**src/rtl/spi_lc_pkg.sv**
```systemverilog
package spi_lc_pkg;
  typedef enum logic {
    RX_ARM_HI = 1'b0,
    RX_ARM_LO = 1'b1
  } rx_state_e;
endpackage

```
**src/rtl/spi_lc_tick.sv**
```systemverilog
module spi_lc_tick #(
  parameter int DIV_W = 8
) (
  input  logic             clk_i,
  input  logic             rst_ni,
  input  logic [DIV_W-1:0] div_i,
  output logic             tick_o
);
  logic [DIV_W-1:0] cnt_q;
  logic [DIV_W-1:0] lim;

  assign lim    = (div_i == '0) ? DIV_W'(1) : div_i;
  assign tick_o = (cnt_q >= lim - DIV_W'(1));

  always_ff @(posedge clk_i or negedge rst_ni) begin
    if (!rst_ni)     cnt_q <= '0;
    else if (tick_o) cnt_q <= '0;
    else             cnt_q <= cnt_q + DIV_W'(1);
  end
endmodule

```
**src/rtl/spi_lc_tx.sv**
```systemverilog
module spi_lc_tx #(
  parameter int DATA_W = 8
) (
  input  logic              clk_i,
  input  logic              rst_ni,
  input  logic              tick_i,
  input  logic              mode_ok_i,
  input  logic [DATA_W-1:0] data_i,
  input  logic              valid_i,
  output logic              ready_o,
  output logic              sclk_o,
  output logic              mosi_o
);
  localparam int BW = $clog2(DATA_W);

  logic [DATA_W-1:0] sh_q;
  logic [BW-1:0]     bit_q;
  logic              busy_q;
  logic              hi_phase_q;

  assign ready_o = mode_ok_i && !busy_q;

  always_ff @(posedge clk_i or negedge rst_ni) begin
    if (!rst_ni) begin
      sh_q       <= '0;
      bit_q      <= '0;
      busy_q     <= 1'b0;
      hi_phase_q <= 1'b0;
      sclk_o     <= 1'b0;
      mosi_o     <= 1'b0;
    end else begin
      if (valid_i && ready_o) begin
        sh_q       <= data_i;
        bit_q      <= '0;
        busy_q     <= 1'b1;
        hi_phase_q <= 1'b0;
      end
      if (tick_i) begin
        if (!busy_q) begin
          sclk_o <= 1'b0;
        end else if (!hi_phase_q) begin
          // low half: present next bit
          mosi_o     <= sh_q[0];
          sh_q       <= sh_q >> 1;
          sclk_o     <= 1'b0;
          hi_phase_q <= 1'b1;
        end else begin
          sclk_o     <= 1'b1;
          hi_phase_q <= 1'b0;
          bit_q      <= bit_q + BW'(1);
          if (bit_q == BW'(DATA_W - 1)) busy_q <= 1'b0;
        end
      end
    end
  end

  assert_mosi_low_R2: assert property (@(posedge clk_i) disable iff (!rst_ni)
    !$stable(mosi_o) |-> !sclk_o);
  assert_rise_stable_R2: assert property (@(posedge clk_i) disable iff (!rst_ni)
    $rose(sclk_o) |-> $stable(mosi_o));
  assert_sclk_on_tick_R3: assert property (@(posedge clk_i) disable iff (!rst_ni)
    !tick_i |=> $stable(sclk_o));
endmodule

```
**src/rtl/spi_lc_sync.sv**
```systemverilog
module spi_lc_sync #(
  parameter int STAGES = 2
) (
  input  logic clk_i,
  input  logic rst_ni,
  input  logic d_i,
  output logic q_o
);
  logic [STAGES-1:0] st_q;

  generate
    for (genvar i = 0; i < STAGES; i++) begin : g_stage
      if (i == 0) begin : g_first
        always_ff @(posedge clk_i or negedge rst_ni) begin
          if (!rst_ni) st_q[0] <= 1'b0;
          else         st_q[0] <= d_i;
        end
      end else begin : g_next
        always_ff @(posedge clk_i or negedge rst_ni) begin
          if (!rst_ni) st_q[i] <= 1'b0;
          else         st_q[i] <= st_q[i-1];
        end
      end
    end
  endgenerate

  assign q_o = st_q[STAGES-1];
endmodule

```
**src/rtl/spi_lc_rx.sv**
```systemverilog
module spi_lc_rx
  import spi_lc_pkg::*;
#(
  parameter int DATA_W = 8
) (
  input  logic              clk_i,
  input  logic              rst_ni,
  input  logic              fast_i,
  input  logic              sclk_s_i,
  input  logic              miso_s_i,
  output logic [DATA_W-1:0] data_o,
  output logic              valid_o
);
  localparam int BW = $clog2(DATA_W);

  rx_state_e         st_q;
  logic [DATA_W-1:0] sh_q;
  logic [BW-1:0]     cnt_q;
  logic [DATA_W-1:0] sh_nx;

  assign sh_nx = {miso_s_i, sh_q[DATA_W-1:1]};

  always_ff @(posedge clk_i or negedge rst_ni) begin
    if (!rst_ni) begin
      st_q    <= RX_ARM_HI;
      sh_q    <= '0;
      cnt_q   <= '0;
      data_o  <= '0;
      valid_o <= 1'b0;
    end else begin
      valid_o <= 1'b0;
      if (st_q == RX_ARM_HI && sclk_s_i) begin
        sh_q  <= sh_nx;
        cnt_q <= cnt_q + BW'(1);
        if (cnt_q == BW'(DATA_W - 1)) begin
          data_o  <= sh_nx;
          valid_o <= 1'b1;
          cnt_q   <= '0;
        end
        st_q <= fast_i ? RX_ARM_HI : RX_ARM_LO;
      end else if (st_q == RX_ARM_LO && !sclk_s_i) begin
        st_q <= RX_ARM_HI;
      end
    end
  end

  assert_rx_strobe_R8: assert property (@(posedge clk_i) disable iff (!rst_ni)
    valid_o |=> !valid_o);
endmodule

```
**src/rtl/spi_loopcap_master.sv**
```systemverilog
module spi_loopcap_master #(
  parameter int DIV_W  = 8,
  parameter int DATA_W = 8,
  parameter int SYNC_N = 2
) (
  input  logic              clk_i,
  input  logic              rst_ni,
  input  logic [DIV_W-1:0]  div_i,
  input  logic              cpol_i,
  input  logic              cpha_i,
  input  logic              fast_i,
  input  logic [DATA_W-1:0] tx_data_i,
  input  logic              tx_valid_i,
  output logic              tx_ready_o,
  output logic [DATA_W-1:0] rx_data_o,
  output logic              rx_valid_o,
  output logic              sclk_o,
  output logic              mosi_o,
  input  logic              miso_i,
  input  logic              sclk_fb_i
);
  logic tick;
  logic mode_ok;
  logic sclk_s;
  logic miso_s;

  assign mode_ok = !cpol_i && !cpha_i;

  spi_lc_tick #(.DIV_W(DIV_W)) u_tick (
    .clk_i(clk_i), .rst_ni(rst_ni), .div_i(div_i), .tick_o(tick)
  );

  spi_lc_tx #(.DATA_W(DATA_W)) u_tx (
    .clk_i(clk_i), .rst_ni(rst_ni), .tick_i(tick), .mode_ok_i(mode_ok),
    .data_i(tx_data_i), .valid_i(tx_valid_i), .ready_o(tx_ready_o),
    .sclk_o(sclk_o), .mosi_o(mosi_o)
  );

  // equal depth keeps data aligned with the returned clock
  spi_lc_sync #(.STAGES(SYNC_N)) u_sync_clk (
    .clk_i(clk_i), .rst_ni(rst_ni), .d_i(sclk_fb_i), .q_o(sclk_s)
  );
  spi_lc_sync #(.STAGES(SYNC_N)) u_sync_dat (
    .clk_i(clk_i), .rst_ni(rst_ni), .d_i(miso_i), .q_o(miso_s)
  );

  spi_lc_rx #(.DATA_W(DATA_W)) u_rx (
    .clk_i(clk_i), .rst_ni(rst_ni), .fast_i(fast_i), .sclk_s_i(sclk_s),
    .miso_s_i(miso_s), .data_o(rx_data_o), .valid_o(rx_valid_o)
  );
endmodule

```
**config.mk**
```make
export PLATFORM = sky130hd
export DESIGN_NAME = spi_loopcap_master
export DESIGN_NICKNAME = d
export VERILOG_FILES = /design/src/rtl/spi_lc_pkg.sv /design/src/rtl/spi_lc_tick.sv /design/src/rtl/spi_lc_tx.sv /design/src/rtl/spi_lc_sync.sv /design/src/rtl/spi_lc_rx.sv /design/src/rtl/spi_loopcap_master.sv
export SDC_FILE = /design/constraint.sdc
export NUM_CORES = 1
export LEC_CHECK = 0
export ABC_AREA = 0
export BUFFER_PORTS_ARGS = -buffer_cell sky130_fd_sc_hd__clkbuf_2
export CAP_MARGIN = 25
export CORE_ASPECT_RATIO = 1.75
export CORE_MARGIN = 2
export CORE_UTILIZATION = 45
export CTS_CLUSTER_SIZE = 8
export DETAILED_ROUTE_END_ITERATION = 16
export PLACE_DENSITY = 0.68
export SLEW_MARGIN = 0
export SYNTH_ARGS = -nofsm -noshare
export SYNTH_HDL_FRONTEND = slang
export SYNTH_SLANG_ARGS = --single-unit
```
**constraint.sdc**
```tcl
create_clock -name clk_i -period 2.7 [get_ports clk_i]
set_input_delay 0.405 -clock clk_i [delete_from_list [all_inputs] [get_ports clk_i]]
set_output_delay 0.405 -clock clk_i [all_outputs]
set_load 0.01 [all_outputs]
```
Word-level counts from Yosys, hierarchy flattened
Cells that the tools add are included.
Storage, ports and cells
  bits of input ports: 24
  logic and storage cells: 65
  output and inout port bits: 12
  flip-flop bits (word level): 48
Operators by class
  eq/ne operators: 2
  bitwise logic cells: 2
  reduce and logical (&&, ||, !) cells: 13
  mux-type cells: 27
  $add $sub $neg: 4
  order comparisons: 1
Operator list (number)
  $mux 8: 6
  $mux 1: 16
  $mux 3: 5
  $add 8x1->8 const B: 1
  $ge 8x8->1: 1
  $logic_not 8->1: 1
  $sub 8x1->8 const B: 1
  $add 3x1->3 const B: 2
  $eq 3x3->1 const B: 2
  $logic_and 1x1->1: 5
  $logic_not 1->1: 4
  $reduce_and 3->1: 1
  $not 1->1: 2
  $reduce_and 2->1: 1
  $reduce_bool 2->1: 1

Longest topological paths before layout
Gate-level depths: netlist (run 1).
  depth in word-level cells: 9
  mapped depth: 14
  gate-level depth less buffers: 13

Hierarchy
A second synthesis (run 1) with hierarchy kept.
Second synthesis, totals
  cells, all modules: 196
  area, all modules: 2249.7 um^2
Modules (own cells, without submodules)
  spi_lc_rx: sequential area each 500.5 um^2, cells each 51, instances 1, area each 785.8 um^2
  spi_lc_tx: sequential area each 375.4 um^2, cells each 71, instances 1, area each 698.2 um^2
  spi_lc_tick: sequential area each 200.2 um^2, cells each 69, instances 1, area each 661.9 um^2
  spi_lc_sync: sequential area each 50.0 um^2, cells each 2, instances 2, area each 50.0 um^2
  spi_loopcap_master: sequential area each 0.0 um^2, cells each 1, instances 1, area each 3.8 um^2

Worst setup path after synthesis (run 1)
OpenSTA, ideal clock, no wires.
  kind: input -> register
  from: in div_i[6]
  to: reg u_tx.mosi_o
  buffers on the path: 1
  stages on the path: 13
  path slack: -0.395 ns
  data arrival time: 2.970 ns
  path through: or4_1 nor2_1 a21oi_1 ha_1 nand2b_1 nor4_1 xnor2_1 ha_1 nand4_1 o311ai_2 and3b_1 buf_6 mux2_4
On the way
  word-level cells in the longest chain between the ends: 5
Ends and longest elaborated chain
  from (decl): line spi_loopcap_master.sv:8  | input logic [DIV_W-1:0] div_i,
  $logic_not 8->1: line spi_lc_tick.sv:12  | assign lim = (div_i == '0) ? DIV_W'(1) : div_i;
  $mux 8 *: line spi_lc_tick.sv:12
  $sub 8x1->8 *: line spi_lc_tick.sv:13  | assign tick_o = (cnt_q >= lim - DIV_W'(1));
  $ge 8x8->1 *: line spi_lc_tick.sv:13
  $reduce_and 3->1 (no source line) *
  to (signal assigned): line spi_lc_tx.sv:43  | mosi_o <= sh_q[0];
  to (decl): line spi_lc_tx.sv:12  | output logic mosi_o
Mark *: on every way between the ends. The rest lies on a longest branch, timed or not.
A chain may end at the register's enable or synchronous reset.

Final worst setup path (run 1)
  from: in div_i[3]
  to: reg u_tx.sh_q[0]
On the way
  word-level cells in the longest chain between the ends: 5
Ends and longest elaborated chain
  $logic_not 8->1: line spi_lc_tick.sv:12
  $mux 8 *: line spi_lc_tick.sv:12
  $sub 8x1->8 *: line spi_lc_tick.sv:13
  $ge 8x8->1 *: line spi_lc_tick.sv:13
  $mux 8 *: line spi_lc_tx.sv:38  | if (tick_i) begin
  to (signal assigned): line spi_lc_tx.sv:33  | sh_q <= data_i;
  to (signal assigned): line spi_lc_tx.sv:44  | sh_q <= sh_q >> 1;
  to (decl): line spi_lc_tx.sv:16  | logic [DATA_W-1:0] sh_q;
Marked as above.

==> results.yml, run 1 <==
worst_setup_path:
  worstReg2RegStart: "u_tick.cnt_q[0]"
  r2r_end: "u_tx.hi_phase_q"
  ff2ff_path_depth: 9
  path_class: "input port to flop"
  ff2ff_setup_slack_ns: 0.37
  cp-end-kind: "flop"
  start_kind: "input port"
  arrival_ns: 3.09
  cp.required_ns: 2.88
  critPathMaxFanout: 5
timing:
  finClkSkew_ns: 0.00558
  slew_headroom_pct: 55.4
  timing.fmax_mhz: 344
  setup_slack_ns: -0.205
  rsz0062_at_grt: "yes"
  setup_tns_ns: -1.71
  hold_violations: 0
  slew_violations: 0
  hold_ws_ns: 0.127
  setup_viol: 10
  fin_crit_sh_pct: 108
  worst_slew_pin_slew_ns: 0.670
  fin_crit_ns: 2.90
clocking:
  ctsHoldBuffers: 0
  cts_made_buffers: 5
  clk_pin_slew_ns: 0.09
  ctsHtreeMaxLevel: 2
  clk-insertion-delay-late_ns: 0.30
  cts_sinks: 47
  cts_root_buf: "clkbuf_8"
  max-clock-path-buffers: 2
  cts_tree: "done"
logic_synthesis:
  seq_area_frac_synth_pct: 51.7
  synth_fp_nets: 216
  synth_area_um2: 2270
  synth_edf_count: 0
  ys_ff_latch: 47
  yosys_warnings: 0
  ys_async_sr_fraction_pct: 100
  avgSynthCellArea_um2: 12.8
  netlist_instances: 177
  yosys.cell_types.count: 34
  synth_flop_cell: "dfrtp_1"
route:
  vias: 1496
  post_drt_wl_per_cell_um: 13.6
  avgViaCountPerCell: 5.18
  drtPass1Iterations: 3
  antenna_left: 0
  drc: 0
  wl_um: 3930
  first_iter_violations: 13
placement:
  place_area_um2: 2630
  post-dp-hpwl_um: 2820
  portBuffers: 35
  place_congestion: 0.709
floorplanning:
  num_io_pins: 36
  die_h_um: 98.0
  dieArea_um2: 5660
  initial_core_util_pct: 46.1
  die_w_um: 57.7
  row_count: 34
  core_um2: 4930
finish:
  final_util_pct: 58.1
  fillerInstances: 414
  num_antenna_cells: 0
  areaGrowthSynthToFinish_pct: 26.0
  fin_area_um2: 2870
  layout-drive-gt1-share_pct: 48.1
  nets: 273
power_and_ir_drop:
  power.total_mw: 2.62
  power.density_nw_per_um2: 914
  peakVddDrop_uv: 557
  leakage_nw: 1.40
grt:
  track_usage_pct: 15.2
  use_met1_pct: 17.4
  grt_max_degree: 28
  grt_pass1_vias: 1615
  grt_first_pass_wirelength_um: 6730
  grt_antenna_before_repair: 0
  grt_most_used_layer: "met2"
  grtUsageMet2_pct: 26.3
  met3_usage_pct: 1.99
  overflow: 0
status:
  status: "complete, but fails checks"
  violations: "setup timing"
min_path:
  hp-class: "input port to asynchronous set/reset pin"
run:
  max_cap_violations: 0
==> placed cells by master, fill, tap and decap left out, types with 2 or more instances in the layout <==
master    netlist  final
nand3_2         0      2
and3_1          2      2
clkbuf_2        0     34
clkbuf_8        0      6
buf_6           1      3
xor2_1          6      6
o21ai_0         4      3
mux2i_1         3      3
ha_1           15     12
inv_1           9      9
buf_4           0     15
dfrtp_1        47     47
ha_4            0      2
a21oi_1         4      3
nor2_1         13     12
nand2b_4        1      2
mux2_2         24     24
nand2_1         7      7
xnor2_1         5      5
nand3_1         8      6
mux2_4          8      8
==> per-stage QoR <==
stage,instances,worst slack (ns)
CTS,284,-0.192
detailed placement,274,-0.511
global route,289,-0.324
global placement,274,-0.460
floorplan,177,-0.311
finish,289,-0.205
==> critical path, stage by stage <==
cell and delay, ns:
buf_6 0.09, or4_4 0.54, nor2_4 0.11, a21oi_2 0.07
ha_2 0.20, nand2b_4 0.07, nor4_2 0.04, xnor2_1 0.12
ha_1 0.30, nand4_1 0.09, o311ai_2 0.30, and3b_2 0.30
clkbuf_16 0.16, mux2_4 0.28
==> metal layers <==
metal,up-vias,wire length (µm),share of wire (%)
met1,727,1640,42
met3,5,139,3.5
li1,732,-,-
met5,-,0,0
met4,0,89,2.3
met2,32,2060,52
==> flip-flops by register name, indices dropped and copies added (netlist names) <==
name / flops
u_rx.st_q: 1
u_tx.busy_q: 1
u_sync_clk.st_q: 1
u_rx.cnt_q: 3
u_tx.hi_phase_q: 1
u_tx.sh_q: 8
u_rx.data_o: 8
u_tick.cnt_q: 8
u_rx.valid_o: 1
u_sync_dat.st_q: 1
u_sync_dat.q_o: 1
u_sync_clk.q_o: 1
u_rx.sh_q: 7
u_tx.bit_q: 3
u_tx.mosi_o: 1
u_tx.sclk_o: 1
==> worst max path at each step <==
| stage | startpoint | endpoint | slack, ns | depth (start not counted) |
|---|---|---|---|---|
| after floorplan | div_i[6] | u_tx.mosi_o | -0.31 | 13 |
| after global placement | div_i[6] | u_tx.sh_q[2] | -0.46 | 14 |
| after detailed placement | div_i[6] | u_tx.sh_q[6] | -0.51 | 14 |
| after CTS | div_i[6] | u_tx.sh_q[6] | -0.19 | 14 |
| after global routing | div_i[3] | u_tx.sh_q[2] | -0.32 | 14 |
| final | div_i[3] | u_tx.sh_q[0] | -0.20 | 14 |
==> cell type report <==
type                       instances  area [µm²]  area share (%)
tap                               54        67.6            2.36
sequential                        47        1180            41.0
clock inverter                     2        16.3           0.568
inverter                           9        33.8            1.18
multi-input combinational        117        1130            39.3
timing repair buffer              54         362            12.6
clock buffer                       6        82.6            2.88
==> cell usage after synthesis (2+ instances only) <==
cell      number  area share, %
nand2b_1       2           0.55
xor2_1         6            2.3
nand2_1        7            1.2
or4_1          2           0.66
mux2i_1        3            1.3
mux2_4         8            5.3
nor2_1        13            2.1
inv_1          9            1.5
ha_1          15            8.3
o21ai_0        4           0.88
dfrtp_1       47             52
mux2_2        24             12
xnor2_1        5            1.9
a21oi_1        4           0.88
and3_1         2           0.55
nand3_1        8            1.8
==> report_power, final <==
part | total (mW) | internal, mW | switching, mW
Sequential | 1.19 | 0.981 | 0.204
Clock | 0.443 | 0.209 | 0.234
Combinational | 0.990 | 0.596 | 0.394
==> what timing repair did <==
action | 4_1_cts | 5_1_grt
pin swaps | 1 | 9
resized for setup | 3 | 11
gates cloned | 0 | 1
setup endpoints to repair | 13 | 20
buffers inserted | 2 | 5
==> logic make-up after synthesis <==
group,Yosys count,synth area share [%]
mux,35,18.5
buf+inv,13,2.53
flops,47,51.7
fa+ha+maj,15,8.26
simple gates,42,9.63
compound gates,14,5.12
xor+xnor,11,4.24
No activity file was read; power rests on OpenSTA's default activity.
==> inputs of run 2 (changes only) <==
Settings changed: REMOVE_ABC_BUFFERS set to 1.
==> results.yml, run 2 (synthesis results as in run 1) <==
status:
  status: "complete, but fails checks"
  violations: "setup timing"
finish:
  num_antenna_cells: 0
  final_common_cell: "dfrtp_1"
  layout-drive-gt1-share_pct: 47.4
  nets: 272
  most-common-layout-cells: "47 x dfrtp_1, 34 x clkbuf_2, 24 x mux2_2"
  fin_area_um2: 2880
  final_util_pct: 58.4
  areaGrowthSynthToFinish_pct: 26.8
  reg.largest.list: "u_rx.data_o (8), u_tick.cnt_q (8), u_tx.sh_q (8)"
power_and_ir_drop:
  leakage_nw: 1.41
  p_comb_share_pct: 35.4
  power.total_mw: 2.69
  netSwitchingPower_mw: 0.836
  power.share.clock_pct: 20.3
  power.density_nw_per_um2: 934
  swShare_pct: 31.0
  seqPwrFrac_pct: 44.3
  peakVddDrop_uv: 596
  p_int_mw: 1.86
timing:
  setup_slack_ns: -0.204
  slew_violations: 0
  setup_tns_ns: -1.84
  worst_slew_pin_slew_ns: 0.574
  hold_violations: 0
  timing.fmax_mhz: 344
  slew_headroom_pct: 61.8
  rsz0062_at_grt: "yes"
  setup_viol: 10
  finClkSkew_ns: 0.00574
  fin_crit_ns: 2.90
  fin_crit_sh_pct: 108
  hold_ws_ns: 0.176
clocking:
  cts_sinks: 47
  max-clock-path-buffers: 2
  cts_made_buffers: 5
  ctsHoldBuffers: 0
  cts_root_buf: "clkbuf_8"
  clk_pin_slew_ns: 0.09
  clk-insertion-delay-late_ns: 0.30
  ctsHtreeMaxLevel: 2
  cts_tree: "done"
worst_setup_path:
  path_class: "input port to flop"
  arrival_ns: 3.10
  crit_chain: "buf_6 > or4_4 > nor2_4 > a21oi_2 > ha_2 > buf_6 > xnor2_4 > ha_4 > o21a_1 > nor2_2 > o311ai_2 > and3b_2 > clkbuf_16 > mux2_4"
  ff2ff_path_depth: 9
  cpMaxStageDelayCell: "or4_4"
  cp-end-kind: "flop"
  ff2ff_setup_slack_ns: 0.37
  critPathMaxFanout: 4
  worstReg2RegStart: "u_tick.cnt_q[0]"
  cp.required_ns: 2.89
  start_kind: "input port"
  cpPeakStageDelay_ns: 0.55
  r2r_end: "u_tx.hi_phase_q"
  crit_path_frequent_cell: "buf_6"
route:
  drtPass1Iterations: 4
  vias: 1495
  post_drt_wl_per_cell_um: 13.4
  drc: 0
  wl_um: 3870
  first_iter_violations: 24
  antenna_left: 0
  avgViaCountPerCell: 5.19
floorplanning:
  dieArea_um2: 5660
  initial_core_util_pct: 46.1
  core_um2: 4930
  die_h_um: 98.0
  num_io_pins: 36
  row_count: 34
  die_w_um: 57.7
placement:
  place_area_um2: 2590
  portBuffers: 35
  place_congestion: 0.730
  post-dp-hpwl_um: 2700
grt:
  grt_pass1_vias: 1554
  grt_max_degree: 48
  overflow: 0
  track_usage_pct: 14.9
  grt_first_pass_wirelength_um: 6650
  grt_antenna_before_repair: 0
min_path:
  hp-class: "input port to asynchronous set/reset pin"
run:
  max_cap_violations: 0
-- run 2: critical path, delay by kind of cell --
family                     cells  cell delay (ns)
and+or+nand+nor                4             0.99
AOI/OAI and AO/OA              3             0.45
buffers and inverters          3             0.38
muxes                          1             0.28
adders and majority gates      2             0.46
xor gates and xnor gates       1             0.12
-- run 2: metal layers --
metal / global-route usage, % / routed length (µm) / vias up
met5: 0 / 0 / -
met4: 6.80 / 80 / 0
met3: 3.05 / 152 / 6
met2: 24.3 / 1950 / 34
met1: 18.7 / 1690 / 729
li1: - / - / 726
-- run 2: power groups by stage --
stage	Sequential, mW	Combinational (mW)	Clock, mW
floorplan	1.17	0.629	0
CTS	1.19	0.934	0.561
global route	1.23	1.07	0.591
detailed placement	1.20	0.894	0
global placement	1.19	0.860	0
finish	1.19	0.952	0.547
-- run 2: what timing repair did --
| item | in CTS | in global routing |
|---|---|---|
| pin swaps | 1 | 3 |
| setup buffers | 5 | 2 |
| cloned | 1 | 0 |
| setup endpoints to repair | 14 | 22 |
| gates resized for setup | 9 | 13 |
-- run 2: area by class of cell --
| cell class | count | area, µm² |
|---|---|---|
| multi-input cells | 117 | 1130 |
| clock buffers | 6 | 82.6 |
| clock inverters | 2 | 38.8 |
| well taps | 54 | 67.6 |
| flip-flops and latches | 47 | 1180 |
| inverters | 9 | 33.8 |
| fillers | 430 | 2050 |
| repair buffers | 53 | 358 |
-- run 2: through the flow --
stage,instances,setup WS [ns]
6_report,288,-0.204
5_1_grt,288,-0.287
4_1_cts,286,-0.240
3_5_place_dp,273,-0.620
3_3_place_gp,273,-0.536
2_1_floorplan,173,-0.884
-- run 2: worst max path at each step --
| stage | start | to | slack, ns |
|---|---|---|---|
| after floorplan | div_i[6] | u_tx.mosi_o | -0.88 |
| after global placement | div_i[6] | u_tx.sh_q[3] | -0.54 |
| after detailed placement | div_i[6] | u_tx.sh_q[1] | -0.62 |
| after CTS | div_i[6] | u_tx.sh_q[4] | -0.24 |
| after global routing | div_i[6] | u_tx.mosi_o | -0.29 |
| final | div_i[6] | u_tx.sh_q[2] | -0.20 |
==> inputs of run 3 (changes only) <==
Settings changed: SYNTH_HIERARCHICAL set to 1.
==> results.yml, run 3 <==
worst_setup_path:
  ff2ff_setup_slack_ns: 0.67
  path_class: "input port to flop"
  r2r_end: "u_tx/mosi_o"
  start_kind: "input port"
  arrival_ns: 3.06
  cp.required_ns: 2.88
  cp-end-kind: "flop"
  worstReg2RegStart: "u_tick/cnt_q[0]"
  ff2ff_path_depth: 7
  critPathMaxFanout: 4
route:
  post_drt_wl_per_cell_um: 13.6
  antenna_left: 0
  first_iter_violations: 19
  drtPass1Iterations: 4
  wl_um: 4220
  vias: 1612
  avgViaCountPerCell: 5.18
  drc: 0
clocking:
  cts_tree: "done"
  cts_root_buf: "clkbuf_8"
  cts_made_buffers: 5
  max-clock-path-buffers: 2
  clk_pin_slew_ns: 0.08
  clk-insertion-delay-late_ns: 0.29
  cts_sinks: 47
  ctsHtreeMaxLevel: 2
logic_synthesis:
  yosys.cell_types.count: 34
  avgSynthCellArea_um2: 11.5
  netlist_instances: 196
  yosys_warnings: 6
  synth.top_cells.by_count: "47 x dfrtp_1, 26 x nand2_1, 24 x nor2_1"
  synth_top_cell_by_area: "dfrtp_1"
  ys_ff_latch: 47
  synth_area_um2: 2250
  seq_area_frac_synth_pct: 52.3
  synth_flop_cell: "dfrtp_1"
  ys_async_sr_fraction_pct: 100
  ys_top_cells_by_area: "dfrtp_1 52%, mux2_2 9.0%, ha_1 8.3%, nand2_1 4.3%, nor2_1 4.0%"
  yosysTopAreaCellShare_pct: 52.3
  yosysMostFrequentCell: "dfrtp_1"
  synth_edf_count: 0
finish:
  reg.largest.list: "u_rx/data_o (8), u_tick/cnt_q (8), u_tx/sh_q (8)"
  final_util_pct: 59.2
  final_common_cell: "dfrtp_1"
  layout-drive-gt1-share_pct: 43.6
  fin_area_um2: 2890
  most-common-layout-cells: "47 x dfrtp_1, 34 x clkbuf_2, 23 x nand2_1"
  areaGrowthSynthToFinish_pct: 28.6
  nets: 295
  num_antenna_cells: 0
timing:
  fin_crit_sh_pct: 107
  finClkSkew_ns: 0.00304
  fin_crit_ns: 2.88
  slew_headroom_pct: 70.6
  worst_slew_pin_slew_ns: 0.439
  timing.fmax_mhz: 347
  hold_violations: 0
  rsz0062_at_grt: "yes"
  setup_slack_ns: -0.183
  slew_violations: 0
  setup_viol: 22
placement:
  place_congestion: 0.729
  place_area_um2: 2600
  post-dp-hpwl_um: 2970
  portBuffers: 35
grt:
  grt_pass1_vias: 1669
  overflow: 0
  grt_first_pass_wirelength_um: 7400
  track_usage_pct: 16.7
  grt_max_degree: 32
  grt_antenna_before_repair: 0
floorplanning:
  dieArea_um2: 5600
  core_um2: 4890
  num_io_pins: 36
  die_w_um: 57.5
  die_h_um: 97.5
  initial_core_util_pct: 46.0
  row_count: 34
min_path:
  hp-class: "input port to asynchronous set/reset pin"
status:
  status: "complete, but fails checks"
  violations: "setup timing"
power_and_ir_drop:
  peakVddDrop_uv: 639
  power.total_mw: 2.58
  leakage_nw: 1.40
  power.density_nw_per_um2: 891
run:
  max_cap_violations: 0
## run 3: cell count changes after synthesis, sizes merged, moves of 7 or more
cell and delta:
mux2 -14, nand2 +19, a31oi +7, nor2 +12
## run 3: logic make-up after synthesis
| group | share of synthesized area (%) |
|---|---|
| xor+xnor | 3.89 |
| simple gates | 15.9 |
| mux | 9.45 |
| flops | 52.3 |
| compound gates | 7.45 |
| buf+inv | 2.67 |
| fa+ha+maj | 8.34 |
## run 3: worst max path at each step
stage / start / end / slack (ns) / cells after the start
global route: div_i[1] / u_tx/sh_q[4] / -0.32 / 15
detailed placement: div_i[1] / u_tx/bit_q[2] / -0.56 / 14
global placement: div_i[1] / u_tx/bit_q[1] / -0.46 / 14
finish: div_i[1] / u_tx/bit_q[2] / -0.18 / 16
floorplan: div_i[1] / u_tx/mosi_o / -0.70 / 12
CTS: div_i[1] / u_tx/bit_q[1] / -0.17 / 14
## run 3: cell type report
cell class                 instances  area (µm²)
inverter                           7        26.3
clock inverter                     2        12.5
clock buffer                       6        72.6
timing repair buffer              57         383
tap                               54        67.6
sequential                        47        1180
multi-input combinational        138        1160
fill                             442        2000
## run 3: metal layers
| layer | wire length, µm | up-vias | global-route usage, % |
|---|---|---|---|
| met4 | 73 | 0 | 6.08 |
| met5 | 0 | - | 0 |
| met1 | 1660 | 786 | 19.1 |
| met3 | 124 | 6 | 2.80 |
| li1 | - | 791 | - |
| met2 | 2360 | 29 | 30.1 |
## run 3: report_power, final
group / internal (mW) / switching (mW) / leakage [nW]
combinational: 0.529 / 0.460 / 0.778
sequential: 0.984 / 0.206 / 0.581
clock: 0.181 / 0.219 / 0.0412
total: 1.69 / 0.885 / 1.40
## run 3: through the flow
step | hold slack [ns] | setup TNS (ns) | setup WS, ns | instances
after global placement | 0.332 | -7.98 | -0.463 | 298
after CTS | 0.0364 | -1.75 | -0.166 | 309
final | 0.0323 | -1.99 | -0.183 | 311
after global routing | 0.0456 | -5.09 | -0.323 | 311
after detailed placement | 0.339 | -9.82 | -0.558 | 298
after floorplan | 0.109 | -9.05 | -0.699 | 192
## run 3: critical path: stages
cell,delay (ns)
buf_6,0.09
or4_4,0.55
nor4_4,0.18
nor2_2,0.07
ha_2,0.20
nand2_4,0.08
nor3_4,0.04
xnor2_1,0.12
ha_1,0.29
nand2_2,0.07
buf_4,0.13
o21a_1,0.21
o41ai_4,0.08
and3_4,0.27
nor2_4,0.04
a22o_2,0.23
## run 3: repair_timing
item,4_1_cts,5_1_grt
setup endpoints to repair,16,23
pin swaps,3,8
hold buffers,0,0
gates resized for setup,15,22
setup buffers,3,2
